## src/rtl/spi_pkt_master.sv

```systemverilog
module spi_pkt_master #(
  parameter int HALF_DIV = 13,
  parameter int DEPTH    = 6
) (
  input  logic       clk,
  input  logic       rst_n,
  input  logic       bus_req,
  input  logic       bus_we,
  input  logic [3:0] bus_addr,
  input  logic [7:0] bus_wdata,
  output logic [7:0] bus_rdata,
  output logic       bus_busy,
  output logic       bus_done,
  output logic       spi_clk,
  output logic       spi_mosi,
  input  logic       spi_miso,
  output logic       spi_cs_n,
  output logic [2:0] spi_sa
);
  localparam int DW = $clog2(HALF_DIV + 1);
  localparam int IW = $clog2(DEPTH + 3);
  localparam int AW = $clog2(DEPTH);

  logic [7:0]    fifo [DEPTH];
  logic [IW-1:0] fcnt, ncnt, bidx, last_idx;
  logic [DW-1:0] div;
  logic [2:0]    bitn;
  logic [7:0]    sh, wbyte, rdata;
  logic [15:0]   rx;
  logic          run, word_en, is_wr, done, cs_n, mclk;
  logic [2:0]    sa;

  wire acc      = bus_req && !run;
  wire buf_push = acc && bus_we && bus_addr == 4'd8 && fcnt < IW'(DEPTH);

  function automatic logic [7:0] pick(input logic [IW-1:0] idx);
    if (idx < ncnt) return fifo[idx[AW-1:0]];
    else if (is_wr) return wbyte;
    else return 8'h00;
  endfunction

  always_ff @(posedge clk)
    if (buf_push) fifo[fcnt[AW-1:0]] <= bus_wdata;

  always_ff @(posedge clk or negedge rst_n) begin
    if (!rst_n) begin
      fcnt <= '0; ncnt <= '0; bidx <= '0; last_idx <= '0; div <= '0;
      bitn <= '0; sh <= '0; wbyte <= '0; rdata <= '0; rx <= '0;
      run <= 1'b0; word_en <= 1'b0; is_wr <= 1'b0; done <= 1'b0;
      cs_n <= 1'b1; mclk <= 1'b0; sa <= '0;
    end else begin
      done <= 1'b0;
      if (!run) begin
        if (acc) begin
          if (!bus_addr[3]) begin
            run      <= 1'b1;
            cs_n     <= 1'b0;
            sa       <= bus_addr[2:0];
            is_wr    <= bus_we;
            wbyte    <= bus_wdata;
            ncnt     <= fcnt;
            last_idx <= fcnt + IW'(!bus_we && word_en);
            fcnt     <= '0;
            sh       <= (fcnt != '0) ? fifo[0] : (bus_we ? bus_wdata : 8'h00);
            bitn     <= '0;
            bidx     <= '0;
            div      <= '0;
          end else begin
            done <= 1'b1;
            if (bus_addr == 4'd8) begin
              if (!bus_we) rdata <= rx[15:8];
              else if (buf_push) fcnt <= fcnt + IW'(1);
            end else if (bus_addr == 4'd9 && bus_we) begin
              word_en <= bus_wdata[0];
            end
          end
        end
      end else if (div == DW'(HALF_DIV - 1)) begin
        div <= '0;
        if (!mclk) begin
          mclk <= 1'b1;
          rx   <= {rx[14:0], spi_miso};
        end else begin
          mclk <= 1'b0;
          if (bitn == 3'd7) begin
            if (bidx == last_idx) begin
              run  <= 1'b0;
              cs_n <= 1'b1;
              done <= 1'b1;
              sh   <= '0;
              if (!is_wr) rdata <= rx[7:0];
            end else begin
              bidx <= bidx + IW'(1);
              bitn <= '0;
              sh   <= pick(bidx + IW'(1));
            end
          end else begin
            bitn <= bitn + 3'd1;
            sh   <= {sh[6:0], 1'b0};
          end
        end
      end else begin
        div <= div + DW'(1);
      end
    end
  end

  assign bus_rdata = rdata;
  assign bus_busy  = run;
  assign bus_done  = done;
  assign spi_clk   = mclk;
  assign spi_mosi  = sh[7];
  assign spi_cs_n  = cs_n;
  assign spi_sa    = sa;


  clk_idle_chk: assert property (@(posedge clk) disable iff (!rst_n)
    spi_cs_n |-> (!spi_clk && !spi_mosi));

  mosi_hold_chk: assert property (@(posedge clk) disable iff (!rst_n)
    spi_clk |=> (!spi_clk || $stable(spi_mosi)));

  sa_hold_chk: assert property (@(posedge clk) disable iff (!rst_n)
    !spi_cs_n |=> (spi_cs_n || $stable(spi_sa)));

  cs_end_chk: assert property (@(posedge clk) disable iff (!rst_n)
    $rose(spi_cs_n) |-> $past(spi_clk));

  fifo_bound_chk: assert property (@(posedge clk) disable iff (!rst_n)
    fcnt <= IW'(DEPTH));
endmodule

```

## config.mk

```make
export PLATFORM = sky130hd
export DESIGN_NAME = spi_pkt_master
export DESIGN_NICKNAME = d
export VERILOG_FILES = /design/src/rtl/spi_pkt_master.sv
export SDC_FILE = /design/constraint.sdc
export NUM_CORES = 1
export LEC_CHECK = 0
export BUFFER_PORTS_ARGS = -buffer_cell sky130_fd_sc_hd__clkbuf_2
export CORE_AREA = 2 2 108 110
export CTS_CLUSTER_DIAMETER = 100
export CTS_CLUSTER_SIZE = 16
export DETAILED_ROUTE_END_ITERATION = 12
export DIE_AREA = 0 0 110 112
export GPL_TIMING_DRIVEN = 0
export PLACE_DENSITY = 0.68
export SLEW_MARGIN = 10
export SYNTH_ARGS = -nofsm -noshare
export SYNTH_HDL_FRONTEND = slang
export SYNTH_SLANG_ARGS = --single-unit
export TNS_END_PERCENT = 20
```

## constraint.sdc

```tcl
create_clock -name clk -period 3.6 [get_ports clk]
set_clock_uncertainty 0.05 [all_clocks]
set_input_delay 0.36 -clock clk [delete_from_list [all_inputs] [get_ports clk]]
set_output_delay 0.36 -clock clk [all_outputs]
set_load 0.05 [all_outputs]
```

Yosys cells after proc, flatten, opt, wreduce, memory -nomap -nowiden:

Memory sizes are Yosys's and may differ from the RTL's.
Index checks and enable logic that the tools add are counted.
Widths: inputs -> output; s select.

* latch bits: 0
* RAM bits: 48
* output and inout bits: 16
* bits in registers: 72
* logic and storage cells: 134
* ROM bits: 0
* input port bits: 17
* memories: 1

Memory list
* fifo: words 6, width 8, rd ports 2, clocked after memory_dff 0, write ports 1, RTL line 24 `logic [7:0] fifo [DEPTH];`

* bitwise gates (word level): 4
* muxes and demuxes: 65
* eq/ne operators: 17
* reductions and logical operators: 23
* magnitude comparators: 2
* add/sub/neg operators: 5
* divide/modulo/power cells: 0
* shift-type cells: 0
* multipliers: 0

Operator list (number)
* $mux 8: 21
* $mux 4: 13
* $mux 1: 24
* $mux 3: 7
* $ne 2x1->1 const B: 8
* $reduce_and 5->1: 3
* $add 4x1->4 const B: 3
* $eq 4x4->1 const B: 3
* $reduce_and 6->1: 2
* $reduce_and 9->1: 1
* $logic_and 1x1->1: 6
* $ne 2x2->1 const B: 3
* $reduce_and 3->1: 2
* $reduce_bool 2->1: 3
* $add 4x1->4: 1
* $eq 4x4->1: 1
* $lt 4x3->1 const B: 1
* $lt 4x4->1: 1
* $not 1->1: 4
* $reduce_and 2->1: 2
* $reduce_and 4->1: 1
* $reduce_bool 4->1: 1
* $add 3x1->3 const B: 1
* $eq 3x3->1 const B: 1
* other kinds (2): 3

Depth between registers and ports, before layout:

Gate-level depths: netlist (run 1).

* depth in word-level cells: 9
* depth in mapped cells: 11

Worst setup path after synthesis (run 1):

OpenSTA, ideal clock, no wires.

* path kind: register -> register
* start: register bidx[0]
* end: register sh[0]
* data arrival time: 2.772 ns
* path buffers: 2
* clock period less this slack: 2.949 ns
* stages on the path, launching flop included: 12
* path slack: 0.651 ns
* cell sequence: dfrtp_1 -> ha_1 -> xnor2_2 -> clkbuf_1 -> inv_1 -> ha_1 -> a21o_1 -> a21oi_2 -> buf_2 -> o2111ai_1 -> and3_1 -> o32a_1

* longest elaborated chain between the ends: 8
* elaborated cells on any way between the ends: 10

Ends and longest elaborated chain
* from (decl): RTL line 25 `logic [IW-1:0] fcnt, ncnt, bidx, last_idx;`
* from (signal assigned): RTL line 93 `bidx <= bidx + IW'(1);`
* $add 4x1->4: RTL line 95 `sh <= pick(bidx + IW'(1));`
* $lt 4x4->1 / $mem_v2 6x8 (equally long branches)
* $mux 8: RTL line 37 `if (idx < ncnt) return fifo[idx[AW-1:0]];`
* $mux 8 *: RTL line 86 `if (bidx == last_idx) begin`
* $mux 8 *: RTL line 85 `if (bitn == 3'd7) begin`
* $mux 8 *: RTL line 80 `if (!mclk) begin`
* $mux 8 *: RTL line 78 `end else if (div == DW'(HALF_DIV - 1)) begin`
* $mux 8 *: RTL line 53 `if (!run) begin`
* to (signal assigned): RTL line 64 `sh <= (fcnt != '0) ? fifo[0] : (bus_we ? bus_wdata : 8'h00);`
* to (signal assigned): RTL line 95
* to (signal assigned): RTL line 99 `sh <= {sh[6:0], 1'b0};`
* to (decl): RTL line 28 `logic [7:0] sh, wbyte, rdata;`

Mark *: on every way between the ends. The rest lies on a longest branch, timed or not. The select of a mux whose other input is x is not followed.
A chain may end at the register's enable or synchronous reset.

Final worst setup path (run 1):

Ends and elaborated chain as after synthesis.

==> results.sh, run 1 <==
export IMPL_status="completed"
export IMPL_critPathKind="reg2reg"
export IMPL_finalCriticalPeriod_ps=3463
export IMPL_ys_seq_area_share_pct=58.95
export IMPL_grt_ovfl_total=0
export IMPL_drc_errors=0
export IMPL_synth_area_leader_cell="dfrtp_1"
export IMPL_dpl_cell_area_mm2=0.005923
export IMPL_cts_tree="done"
export IMPL_insertion_delay_ps=410
export IMPL_hold_class="in2reg"
export IMPL_dieArea_mm2=0.01232
export IMPL_leakage_uw=0.002839
export IMPL_finalSetupTns_ps=0
export IMPL_cts_num_sinks=120
export IMPL_final_cell_area_mm2=0.006553
export IMPL_crit_required_ps=3830
export IMPL_maxCapViolCount=0
export IMPL_antenna_found_initial=0
export IMPL_drt_iter0_markers=342
export IMPL_drive_above_1_share_pct=22.11
export IMPL_fin_cells=636
export IMPL_ys_flop_type="dfrtp_1"
export IMPL_fin_crit_sh_pct=96.19
export IMPL_initial_utilization_pct=49.26
export IMPL_yosysMostFrequentCell="dfrtp_1"
export IMPL_portBuffers=32
export IMPL_wl_per_cell_um=19.27
export IMPL_worstSetupEndpoint="sh[0]"
export IMPL_fin_util_pct=58.64
export IMPL_htreeDepth=4
export IMPL_slew_violations=0
export IMPL_yosys_cell_types_count=51
export IMPL_final_nets=509
export IMPL_end_kind="flop"
export IMPL_synth_seq_cells=120
export IMPL_cts_path_max_buffers=2
export IMPL_hold_violations=0
export IMPL_dp_hpwl_um=8267
export IMPL_cts_buffers=17
export IMPL_synth_area_per_cell_um2=13.01
export IMPL_grt_start_max_net_pins=57
export IMPL_peakVddDrop_mv=0.3431
export IMPL_vias=3741
export IMPL_grt_pass1_wl_um=20360
export IMPL_avgViaCountPerCell=5.882
export IMPL_drt_first_pass_iters=5
export IMPL_cellPowerDensity_mw_per_mm2=635.9
export IMPL_cp_start_kind="flop"
export IMPL_die_w_um=110
export IMPL_n_antenna_cell=0
export IMPL_async_reset_ff_share_pct=60.00
export IMPL_rr_worst_depth=11
export IMPL_setup_viol=0
export IMPL_grtUsageTotal_pct=22.13
export IMPL_worst_pin_slew_ps=809.8
export IMPL_synth_edf_count=48
export IMPL_rr_endpoint="sh[0]"
export IMPL_yosysTopAreaCellShare_pct=32.28
export IMPL_fp_dieH_um=112
export IMPL_clock_tree_root_cell="clkbuf_16"
export IMPL_cp_max_fo=10
export IMPL_grt_pass1_vias=3829
export IMPL_synth_area_mm2=0.005504
export IMPL_postRouteAntennaNets=0
export IMPL_critPathLaunch="bidx[0]"
export IMPL_slew_headroom_pct=45.90
export IMPL_clock_fmax_mhz=288.8
export IMPL_path_common_cell="ha_1"
export IMPL_crit_cells=11
export IMPL_path_cells="ha_1 > xnor2_4 > clkbuf_2 > inv_1 > ha_1 > a21o_1 > a21oi_2 > buf_2 > o2111ai_1 > and3_1 > o32a_1"
export IMPL_r2r_slack_ps=140
export IMPL_crit_family="compound AO/OA/AOI/OAI gates"
export IMPL_cp_data_arrival_time_ps=3700
export IMPL_core_mm2=0.01117
export IMPL_dp_cells=603
export IMPL_cp_slowest_cell="dfrtp_1"
export IMPL_cts_setup_buffers=0
export IMPL_max_stage_delay_ps=420
export IMPL_ys_top_cells_by_area="dfrtp_1, edfxtp_1, mux2_1"
export IMPL_rsz0062_at_grt="false"
export IMPL_finalPower_uw=4167
export IMPL_area_growth_pct=19.05
export IMPL_pin_count=33
export IMPL_fp_row_count=39
export IMPL_netlist_instances=423
export IMPL_wl_um=12250
export IMPL_ys_warn_count=0
export IMPL_clkTransAtPathRegs_ps=60
export IMPL_cp_buffers_inverters=3
export IMPL_r2r_start="bidx[0]"
export IMPL_synthTopCellsByCount="dfrtp_1, edfxtp_1, nand2_1"
export IMPL_synth_fp_nets=452
export IMPL_gp_congestion=0.8561
worst min path at each step:
stage	start	slack, ps	end	depth (start not counted)
global route	spi_miso	140	rx[0]	2
finish	spi_miso	130	rx[0]	2
floorplan	rst_n	10	bidx[0]	0
CTS	spi_miso	120	rx[0]	2
global placement	word_en	420	word_en	1
detailed placement	rst_n	230	rx[12]	1
placed cells by master, fill, tap and decap left out, types with 11 or more instances in the layout:
master,Yosys,layout
clkbuf_2,0,32
mux2i_1,17,17
dfrtp_1,71,71
a22o_1,13,13
mux2_1,25,25
edfxtp_1,48,48
clkbuf_16,0,17
nor2_1,14,14
nand2_1,32,32
inv_1,16,16
and3_1,16,16
buf_2,9,11
ha_1,12,12
a21oi_1,23,23
o21ai_1,17,17
cell type report:
type | instances | area, um^2
Sequential cell | 120 | 3244
Inverter | 17 | 63.81
Buffer | 21 | 110.1
Tap cell | 143 | 178.9
Timing Repair Buffer | 38 | 225.2
Clock buffer | 19 | 442.9
Fill cell | 868 | 4622
Clock inverter | 13 | 153.9
Multi-Input combinational cell | 265 | 2133
power by group:
part           switching (uW)  leakage (uW)  internal (uW)
clock                     599      0.000286           1100
sequential                136       0.00136           1580
combinational             430       0.00120            323
sequential cells by signal, indices dropped and copies added (netlist names), 3 cells and up:
register,cells
rx,16
sh,8
wbyte,8
last_idx,4
bus_rdata,8
fifo,48
bitn,3
ncnt,4
div,4
bidx,4
spi_sa,3
fcnt,4
through the flow:
stage	hold WS, ps	setup WS (ps)
after floorplan	14.41	651.4
after global placement	416.0	26.53
after detailed placement	230.8	-6.938
after CTS	117.4	71.30
after global routing	136.3	12.20
final	131.8	137.3
cells by family after synthesis:
family                     synth area share [%]
AOI/OAI and AO/OA                         11.37
and+or+nand+nor                           9.389
DFF                                       58.95
muxes                                     12.71
adders and majority gates                 2.728
buffers and inverters                     3.137
xor gates and xnor gates                  1.728
metal layers:
metal	share of wire (%)	vias up	GRT usage, %
li1	-	1721	-
met1	44	1872	30.44
met2	47	122	32.84
met3	6.2	26	5.738
met4	2.5	0	10.21
met5	0	-	0
what timing repair did:
| action | CTS | global route |
|---|---|---|
| hold buffers | 1 | 0 |
| setup endpoints to repair | 4 | 8 |
| hold endpoints to repair | 16 | 0 |
| pin swaps | 0 | 0 |
| resized for setup | 1 | 1 |
Power figures use the tool's default switching activity.
==> run 2: changes to the inputs <==
- CORE_AREA: 2 2 108 110 -> 2 2 99 101
- DIE_AREA: 0 0 110 112 -> 0 0 101 103
- PLACE_DENSITY: 0.68 -> 0.79
==> run 2 against run 1 <==
Total power increased by 3.1%. Sequential share of layout area down 0.27 points. Critical path depth stayed put. Clock power up 8%. Via count is 2.4% higher. Non-clock buffer count increased by 3. Routed wire length fell by 1.6%. Die area fell by 16%. Register-to-register slack better by 60 ps. Maximum frequency up 1.7%. Utilization increased by 11 points. Highest routed layer unchanged.
==> results.sh, run 2 (synthesis results as in run 1) <==
export IMPL_cts_buffers=17
export IMPL_r2r_slack_ps=190
export IMPL_hold_class="in2reg"
export IMPL_fp_dieH_um=103
export IMPL_status="completed"
export IMPL_worst_pin_slew_ps=871.2
export IMPL_drt_iter0_markers=428
export IMPL_n_antenna_cell=0
export IMPL_maxCapViolCount=0
export IMPL_cts_num_sinks=120
export IMPL_pre_cts_ws_ps=-13.43
export IMPL_cts_setup_buffers=0
export IMPL_dieArea_mm2=0.01040
export IMPL_grt_pass1_vias=3816
export IMPL_critPathLaunch="bidx[1]"
export IMPL_drive_above_1_share_pct=22.38
export IMPL_rr_worst_depth=11
export IMPL_nFillCells=649
export IMPL_grtUsageTotal_pct=25.43
export IMPL_r2r_start="bidx[1]"
export IMPL_clkTransAtPathRegs_ps=60
export IMPL_antenna_found_initial=0
export IMPL_leakage_uw=0.002864
export IMPL_slew_violations=0
export IMPL_end_kind="flop"
export IMPL_fin_ws_ps=193.7
export IMPL_area_growth_pct=19.71
export IMPL_pin_count=33
export IMPL_final_nets=512
export IMPL_finalCriticalPeriod_ps=3406
export IMPL_worstSetupEndpoint="sh[0]"
export IMPL_initial_utilization_pct=58.19
export IMPL_critPathKind="reg2reg"
export IMPL_cellPowerDensity_mw_per_mm2=651.7
export IMPL_gp_congestion=0.8566
export IMPL_drt_first_pass_iters=5
export IMPL_portBuffers=32
export IMPL_avgViaCountPerCell=6.282
export IMPL_wl_um=12060
export IMPL_grt_ovfl_total=0
export IMPL_cts_tree="done"
export IMPL_finalSetupTns_ps=0
export IMPL_dp_hpwl_um=8115
export IMPL_final_common_cell="dfrtp_1"
export IMPL_insertion_delay_ps=530
export IMPL_cts_path_max_buffers=2
export IMPL_peakVddDrop_mv=0.4404
export IMPL_final_cell_mix="dfrtp_1, edfxtp_1, clkbuf_2, nand2_1, mux2_1"
export IMPL_finalPower_uw=4294
export IMPL_hold_ws_ps=48.46
export IMPL_drc_errors=0
export IMPL_crit_required_ps=3970
export IMPL_slew_headroom_pct=41.79
export IMPL_htreeDepth=4
export IMPL_cp_data_arrival_time_ps=3780
export IMPL_wl_per_cell_um=19.77
export IMPL_hold_violations=0
export IMPL_postRouteAntennaNets=0
export IMPL_grt_start_max_net_pins=43
export IMPL_cp_max_fo=10
export IMPL_fp_row_count=36
export IMPL_grt_pass1_wl_um=19510
export IMPL_cp_start_kind="flop"
export IMPL_clock_fmax_mhz=293.6
export IMPL_largest_reg_flops=48
export IMPL_vias=3832
export IMPL_clock_tree_root_cell="clkbuf_8"
export IMPL_core_mm2=0.009459
export IMPL_rr_endpoint="sh[0]"
export IMPL_fin_crit_sh_pct=94.62
export IMPL_setup_viol=0
export IMPL_die_w_um=101
[run 2: cell count changes in the layout (fill, tap and decap cells not counted), moves of 2 or more]
cell / previous run / this run
buf_2: 11 / 8
buf_4: 3 / 5
bufinv_16: 3 / 5
clkinv_2: 4 / 2
dlygate4sd3_1: 1 / 4
inv_6: 0 / 2
[run 2: critical path: stages, from the launching register on]
cell	delay (ps)
dfrtp_1	440
ha_1	300
xnor2_4	340
clkbuf_2	320
inv_1	80
ha_1	300
a21o_1	170
a21oi_2	310
clkbuf_4	300
o2111ai_1	140
and3_1	210
o32a_1	320
[run 2: timing repair]
item                                    4_1_cts  5_1_grt
pin swaps                                     0        0
gates cloned                                  0        0
endpoints found under the setup margin        6        8
gates resized for setup                       1        2
hold buffers                                  4        0
hold endpoints to repair                     33        0
[run 2: through the flow]
| stage | util [%] | instance area, um^2 | cells |
|---|---|---|---|
| after global placement | 61.39 | 5807 | 569 |
| after CTS | 69.40 | 6565 | 610 |
| after floorplan | - | 5504 | 423 |
| after detailed placement | 62.21 | 5884 | 574 |
| final | 69.66 | 6589 | 610 |
| after global routing | 69.66 | 6589 | 610 |
[run 2: cell type report]
class | count | area [um^2] | share of cell area, %
Clock buffer | 17 | 414.1 | 6.286
Buffer | 21 | 112.6 | 1.709
Sequential cell | 120 | 3244 | 49.24
Multi-Input combinational cell | 265 | 2133 | 32.38
Timing Repair Buffer | 41 | 252.7 | 3.836
Tap cell | 114 | 142.6 | 2.165
Inverter | 17 | 63.81 | 0.9685
Clock inverter | 15 | 225.2 | 3.418
[run 2: report_power, final]
| group | total [uW] | switching [uW] | internal [uW] |
|---|---|---|---|
| sequential | 1710 | 133 | 1580 |
| clock | 1830 | 630 | 1200 |
| combinational | 756 | 428 | 327 |
[run 2: worst min-delay path by stage]
stage | from | to | slack (ps) | depth (start not counted)
floorplan | rst_n | bidx[0] | 10 | 0
global placement | spi_sa[2] | spi_sa[2] | 420 | 1
detailed placement | rst_n | bus_rdata[4] | 310 | 1
CTS | bus_wdata[3] | fifo[3][3] | 20 | 1
global route | bus_wdata[2] | fifo[3][2] | 40 | 1
finish | bus_wdata[3] | fifo[1][3] | 50 | 1
[run 2: per-layer routing]
layer  share of wire [%]  vias up  GRT usage [%]
met5                   0        -              0
met4                 1.9        0          10.19
met3                 6.3       20          8.271
met2                  49      145          39.54
met1                  43     1946          33.53
li1                    -     1721              -
